File: src/rtl/fe_mem_pkg.sv
package fe_mem_pkg;

    typedef enum logic [2:0] {
        OP_LOAD       = 3'd0,
        OP_STORE      = 3'd1,
        OP_LOAD_CHK   = 3'd2,
        OP_LOAD_TAKE  = 3'd3,
        OP_STORE_FILL = 3'd4,
        OP_STORE_PUT  = 3'd5,
        OP_RSV6       = 3'd6,
        OP_RSV7       = 3'd7
    } fe_op_e;

    // Control bits derived from one command code
    typedef struct packed {
        logic rd_data;    // command returns word data
        logic want_full;  // trap when the word is empty
        logic want_empty; // trap when the word is full
        logic wr_data;    // command writes word data
        logic tag_we;     // command updates the presence bit
        logic tag_val;    // value written to the presence bit
    } fe_ctl_t;

endpackage

File: src/rtl/fe_decode.sv
module fe_decode
    import fe_mem_pkg::*;
(
    input  fe_op_e  op,
    output fe_ctl_t ctl
);
    always_comb begin
        ctl = '0;
        unique case (op)
            OP_LOAD:       ctl.rd_data = 1'b1;
            OP_STORE:      ctl.wr_data = 1'b1;
            OP_LOAD_CHK: begin
                ctl.rd_data   = 1'b1;
                ctl.want_full = 1'b1;
            end
            OP_LOAD_TAKE: begin
                ctl.rd_data   = 1'b1;
                ctl.want_full = 1'b1;
                ctl.tag_we    = 1'b1;
                ctl.tag_val   = 1'b0;
            end
            OP_STORE_FILL: begin
                ctl.wr_data = 1'b1;
                ctl.tag_we  = 1'b1;
                ctl.tag_val = 1'b1;
            end
            OP_STORE_PUT: begin
                ctl.wr_data    = 1'b1;
                ctl.want_empty = 1'b1;
                ctl.tag_we     = 1'b1;
                ctl.tag_val    = 1'b1;
            end
            default: ctl = '0;
        endcase
    end
endmodule

File: src/rtl/fe_word_array.sv
module fe_word_array #(
    parameter int DATA_W = 32,
    parameter int ADDR_W = 6,
    localparam int DEPTH = 1 << ADDR_W
) (
    input  logic              clk,
    input  logic              we,
    input  logic [ADDR_W-1:0] addr,
    input  logic [DATA_W-1:0] wdata,
    output logic [DATA_W-1:0] rdata
);
    logic [DATA_W-1:0] mem_q [DEPTH];

    always_ff @(posedge clk) begin
        if (we) mem_q[addr] <= wdata;
    end

    assign rdata = mem_q[addr];
endmodule

File: src/rtl/fe_tag_array.sv
module fe_tag_array #(
    parameter int LINES = 16,
    parameter int WPL   = 4,
    localparam int LINE_W = (LINES > 1) ? $clog2(LINES) : 1,
    localparam int WSEL_W = (WPL > 1) ? $clog2(WPL) : 1
) (
    input  logic              clk,
    input  logic              rst_n,
    input  logic [LINE_W-1:0] line,
    input  logic [WSEL_W-1:0] word,
    input  logic              we,
    input  logic              wval,
    output logic [WPL-1:0]    line_tags
);
    logic [WPL-1:0] tags_q [LINES];

    for (genvar l = 0; l < LINES; l++) begin : g_line
        logic [WPL-1:0] tags_d;
        always_comb begin
            tags_d = tags_q[l];
            if (we && (line == LINE_W'(l))) tags_d[word] = wval;
        end
        always_ff @(posedge clk) begin
            if (!rst_n) tags_q[l] <= '0;
            else        tags_q[l] <= tags_d;
        end
    end

    assign line_tags = tags_q[line];
endmodule

File: src/rtl/fe_tagged_mem.sv
module fe_tagged_mem
    import fe_mem_pkg::*;
#(
    parameter int DATA_W         = 32,
    parameter int ADDR_W         = 6,
    parameter int WORDS_PER_LINE = 4
) (
    input  logic                      clk,
    input  logic                      rst_n,
    input  logic                      req_valid,
    input  logic [2:0]                req_op,
    input  logic [ADDR_W-1:0]         req_addr,
    input  logic [DATA_W-1:0]         req_wdata,
    output logic                      rsp_valid,
    output logic [DATA_W-1:0]         rsp_data,
    output logic                      rsp_tag,
    output logic [WORDS_PER_LINE-1:0] rsp_line_tags,
    output logic                      trap,
    output logic [ADDR_W-1:0]         trap_addr
);
    localparam int WSEL_W = $clog2(WORDS_PER_LINE);
    localparam int LINE_W = ADDR_W - WSEL_W;
    localparam int LINES  = 1 << LINE_W;

    typedef struct packed {
        logic                      valid;
        logic [DATA_W-1:0]         data;
        logic                      tag;
        logic [WORDS_PER_LINE-1:0] line_tags;
        logic                      trap;
        logic [ADDR_W-1:0]         trap_addr;
    } rsp_t;

    rsp_t rsp_d, rsp_q;

    fe_ctl_t             ctl;
    logic [LINE_W-1:0]   line_idx;
    logic [WSEL_W-1:0]   word_idx;
    logic [WORDS_PER_LINE-1:0] cur_tags;
    logic                cur_tag;
    logic [DATA_W-1:0]   cur_data;
    logic                fault;
    logic                commit;

    assign line_idx = req_addr[ADDR_W-1:WSEL_W];
    assign word_idx = req_addr[WSEL_W-1:0];

    fe_decode u_dec (
        .op  (fe_op_e'(req_op)),
        .ctl (ctl)
    );

    fe_word_array #(.DATA_W(DATA_W), .ADDR_W(ADDR_W)) u_words (
        .clk   (clk),
        .we    (commit && ctl.wr_data),
        .addr  (req_addr),
        .wdata (req_wdata),
        .rdata (cur_data)
    );

    fe_tag_array #(.LINES(LINES), .WPL(WORDS_PER_LINE)) u_tags (
        .clk       (clk),
        .rst_n     (rst_n),
        .line      (line_idx),
        .word      (word_idx),
        .we        (commit && ctl.tag_we),
        .wval      (ctl.tag_val),
        .line_tags (cur_tags)
    );

    assign cur_tag = cur_tags[word_idx];
    assign fault   = req_valid && ((ctl.want_full && !cur_tag) || (ctl.want_empty && cur_tag));
    assign commit  = req_valid && !fault;

    always_comb begin
        rsp_d           = '0;
        rsp_d.valid     = req_valid;
        if (req_valid) begin
            rsp_d.tag       = cur_tag;
            rsp_d.line_tags = cur_tags;
            rsp_d.trap      = fault;
            rsp_d.trap_addr = fault ? req_addr : '0;
            rsp_d.data      = (ctl.rd_data && !fault) ? cur_data : '0;
        end
    end

    always_ff @(posedge clk) begin
        if (!rst_n) rsp_q <= '0;
        else        rsp_q <= rsp_d;
    end

    assign rsp_valid     = rsp_q.valid;
    assign rsp_data      = rsp_q.data;
    assign rsp_tag       = rsp_q.tag;
    assign rsp_line_tags = rsp_q.line_tags;
    assign trap          = rsp_q.trap;
    assign trap_addr     = rsp_q.trap_addr;
endmodule

File: config.mk
export PLATFORM = sky130hd
export DESIGN_NAME = fe_tagged_mem
export DESIGN_NICKNAME = d
export VERILOG_FILES = /design/src/rtl/fe_mem_pkg.sv /design/src/rtl/fe_decode.sv /design/src/rtl/fe_word_array.sv /design/src/rtl/fe_tag_array.sv /design/src/rtl/fe_tagged_mem.sv
export SDC_FILE = /design/constraint.sdc
export NUM_CORES = 2
export LEC_CHECK = 0
export BUFFER_PORTS_ARGS = -buffer_cell sky130_fd_sc_hd__buf_2
export CAP_MARGIN = 10
export CORE_ASPECT_RATIO = 1.5
export CORE_MARGIN = 5
export CORE_UTILIZATION = 51
export CTS_CLUSTER_SIZE = 30
export DETAILED_ROUTE_END_ITERATION = 8
export PLACE_DENSITY_LB_ADDON = 0.3
export SETUP_SLACK_MARGIN = 0.5
export SLEW_MARGIN = 15
export SYNTH_ARGS = -nofsm -noshare
export SYNTH_HDL_FRONTEND = slang
export SYNTH_SLANG_ARGS = --single-unit
File: constraint.sdc
create_clock -name clk -period 6.1 [get_ports clk]
set_clock_uncertainty 0.05 [all_clocks]
set_input_delay 0.305 -clock clk [delete_from_list [all_inputs] [get_ports clk]]
set_output_delay 0.305 -clock clk [all_outputs]
set_load 0.005 [all_outputs]
==> flow_metrics.tcl <==
set metrics [dict create \
    postCtsSetupBuffers 0 \
    syn-num-nets 3800 \
    placed_cell_area_um2 86200 \
    drv_cap 0 \
    post-synth-top-area-cell "edfxtp_1" \
    synthArstFlopShare 0 \
    area_growth_pct 12.3 \
    synth_area_leaders "edfxtp_1, mux4_2, dfxtp_1, a22oi_1, mux2i_1" \
    grt_pass1_wl_mm 322 \
    p_int_uw 23200 \
    syn_area_per_cell_um2 21.9 \
    crit_type "input pin to flop" \
    cts_buffers 183 \
    die_h_um 502 \
    firstDrtPassIters 6 \
    initial_utilization 0.513 \
    failed_checks "hold timing" \
    design.core.area_um2 160000 \
    detailed_place_hpwl_mm 134 \
    swShare 0.210 \
    tns_ps 0 \
    synth_edf_count 2048 \
    postRouteAntennaNets 0 \
    num_rows 180 \
    fin_crit_sh 0.657 \
    wl_mm 231 \
    dieArea_um2 169000 \
    fin_nets 4011 \
    h-tree-depth 4 \
    cp.arrival_ps 4420 \
    final_area_um2 92300 \
    cp_data_required_time_ps 6510 \
    clock_tree.root_cell "clkbuf_16" \
    io_buffers 88 \
    clkPwrFrac 0.398 \
    min_path_type "input pin to flop" \
    clk_pin_slew_worst_paths_ps 60 \
    setup_ws_ps 2090 \
    startpoint_type "input pin" \
    final_hold_viol_count 2 \
    insertion_delay_ps 820 \
    synth_cell_type_count 46 \
    p_sw_uw 6160 \
    drt-initial-drc-count 6130 \
    die_x_um 338 \
    synth_top_area_share 0.748 \
    synth_ff_type "edfxtp_1" \
    finalHoldWorstSlack_ps -2.29 \
    reg2reg_slack_ps 2410 \
    antenna_found_initial 9 \
    grt_pass1_vias 41300 \
    ir_worst_vdd_uv 237 \
    gp_congestion 0.848 \
    status "finished, violations left" \
    crit_path_end_kind "flop" \
    dp_slack_ps 1830 \
    seq_area_frac_synth 0.775 \
    p_per_area_nw_per_um2 318 \
    yosysWarningCount 0 \
    grt_use_total 0.275 \
    worst_pin_slew_ps 1270 \
    ios 89 \
    synth_cells 3756 \
    clock.fmax_mhz 249 \
    drcViolationCount 0 \
    vias 41800 \
    p_seq_frac 0.555 \
    comb_power_share 0.047 \
    slew-limit-headroom 0.152 \
    final_util 0.576 \
    routedWlPerCell_um 37.1 \
    setup_viol 0 \
    drive_above_1_share 0.289 \
    overflow 0 \
    slew_viol_final 0 \
    vias_per_cell 6.72 \
    layout_min_cycle_time_ps 4010 \
    grt_max_degree 122 \
    cellLeakagePower_uw 0.0287 \
    rsz0062_at_grt "false" \
    numClockSinks 2157 \
    ys_seq_elements 2157 \
    critical_path.max_fanout 43 \
    syn_area_um2 82200 \
    cts_buffer_depth 3 \
    tritoncts "built" \
]
cells in the mapped netlist, types with 25 or more instances:
cell type	instances
buf_2	55
edfxtp_1	2048
o211ai_1	25
buf_1	51
clkbuf_1	119
nor3_1	68
o21ai_0	42
a31oi_1	54
a22oi_1	141
nand2_1	96
nand3_1	49
mux2i_1	51
nor2_1	131
dfxtp_1	109
mux4_2	562
critical path, stage by stage:
cell and delay (ps):
dlygate4sd3_1 550, buf_6 460, mux4_2 590, mux2i_1 270, mux4_2 360, o2111ai_4 430, nor2_4 890, buf_4 510
per-stage QoR:
stage	total power (µW)	cells
6_report	29300	6224
5_1_grt	30200	6219
4_1_cts	29400	6209
3_5_place_dp	18000	5863
3_3_place_gp	18000	5861
2_1_floorplan	17300	3756
logic make-up (layout without fill, tap and decap cells):
| kind of cell | after synthesis | in the layout | synth area share |
|---|---|---|---|
| DFF | 2157 | 2157 | 0.775 |
| muxes | 638 | 638 | 0.164 |
| and+or+nand+nor | 392 | 392 | 0.0212 |
| AOI/OAI and AO/OA | 333 | 333 | 0.0279 |
| buffers and inverters | 236 | 605 | 0.0119 |
| other | 0 | 6 | 0 |
power groups by stage:
| stage | combinational [µW] | clock (µW) | sequential [µW] |
|---|---|---|---|
| 2_1_floorplan | 753 | 0 | 16600 |
| 3_5_place_dp | 1370 | 0 | 16600 |
| 6_report | 1370 | 11700 | 16300 |
| 4_1_cts | 1370 | 11800 | 16300 |
| 5_1_grt | 1440 | 12400 | 16300 |
| 3_3_place_gp | 1350 | 0 | 16600 |
registers in the layout, summed over array words and instances, names as in the netlist:
register	cells
trap_addr	6
u_words.mem_q	2048
rsp_data	32
rsp_line_tags	4
trap	1
u_tags.tags_q	64
rsp_tag	1
rsp_valid	1
final cells by class:
type / count / area (µm²)
fillers: 11400 / 68000
flip-flops and latches: 2157 / 63700
multi-input cells: 1363 / 18000
clock buffers: 226 / 4820
well taps: 2093 / 2620
repair buffers: 257 / 2070
clock inverters: 117 / 1110
inverters: 5 / 18.8
diodes: 6 / 15.0
layout by cell type (no fill, tap or decap), drive strengths merged, types with 13 or more instances in the layout:
cell      Yosys  layout
clkbuf      120     226
clkinv        0      77
nand3        49      49
o211ai       25      25
clkinvlp      0      15
mux2         21      21
a22oi       142     142
o21ai        60      60
nand2        96      96
nor3         68      68
dfxtp       109     109
nor2        131     131
buf         111     250
mux4        562     562
edfxtp     2048    2048
a211oi       15      15
a31oi        54      54
nand4        13      13
mux2i        55      55
bufinv        0      18
metal layers:
layer | up-vias | GRT usage | part of all wire
met5 | - | 0 | 0.000056
met4 | 2 | 0.136 | 0.063
met3 | 542 | 0.0641 | 0.10
met2 | 2660 | 0.443 | 0.49
met1 | 22300 | 0.355 | 0.35
li1 | 16300 | - | -
timing repair:
item,in CTS,in global routing
endpoints found under the hold margin,7,64
resized for setup,0,0
hold buffers,3,4
worst paths after layout:
path / from / to / cells after the start
min: req_wdata[14] / u_words.mem_q[16][14]$_DFFE_PP_ / 1
max: req_addr[2] / u_words.mem_q[10][16]$_DFFE_PP_ / 8
min reg2reg: u_tags.tags_q[6][0]$_SDFFE_PN0P_ / u_tags.tags_q[6][0]$_SDFFE_PN0P_ / 2
max reg2reg: u_tags.tags_q[15][2]$_SDFFE_PN0P_ / u_words.mem_q[10][16]$_DFFE_PP_ / 6
Power figures use the tool's default switching activity.
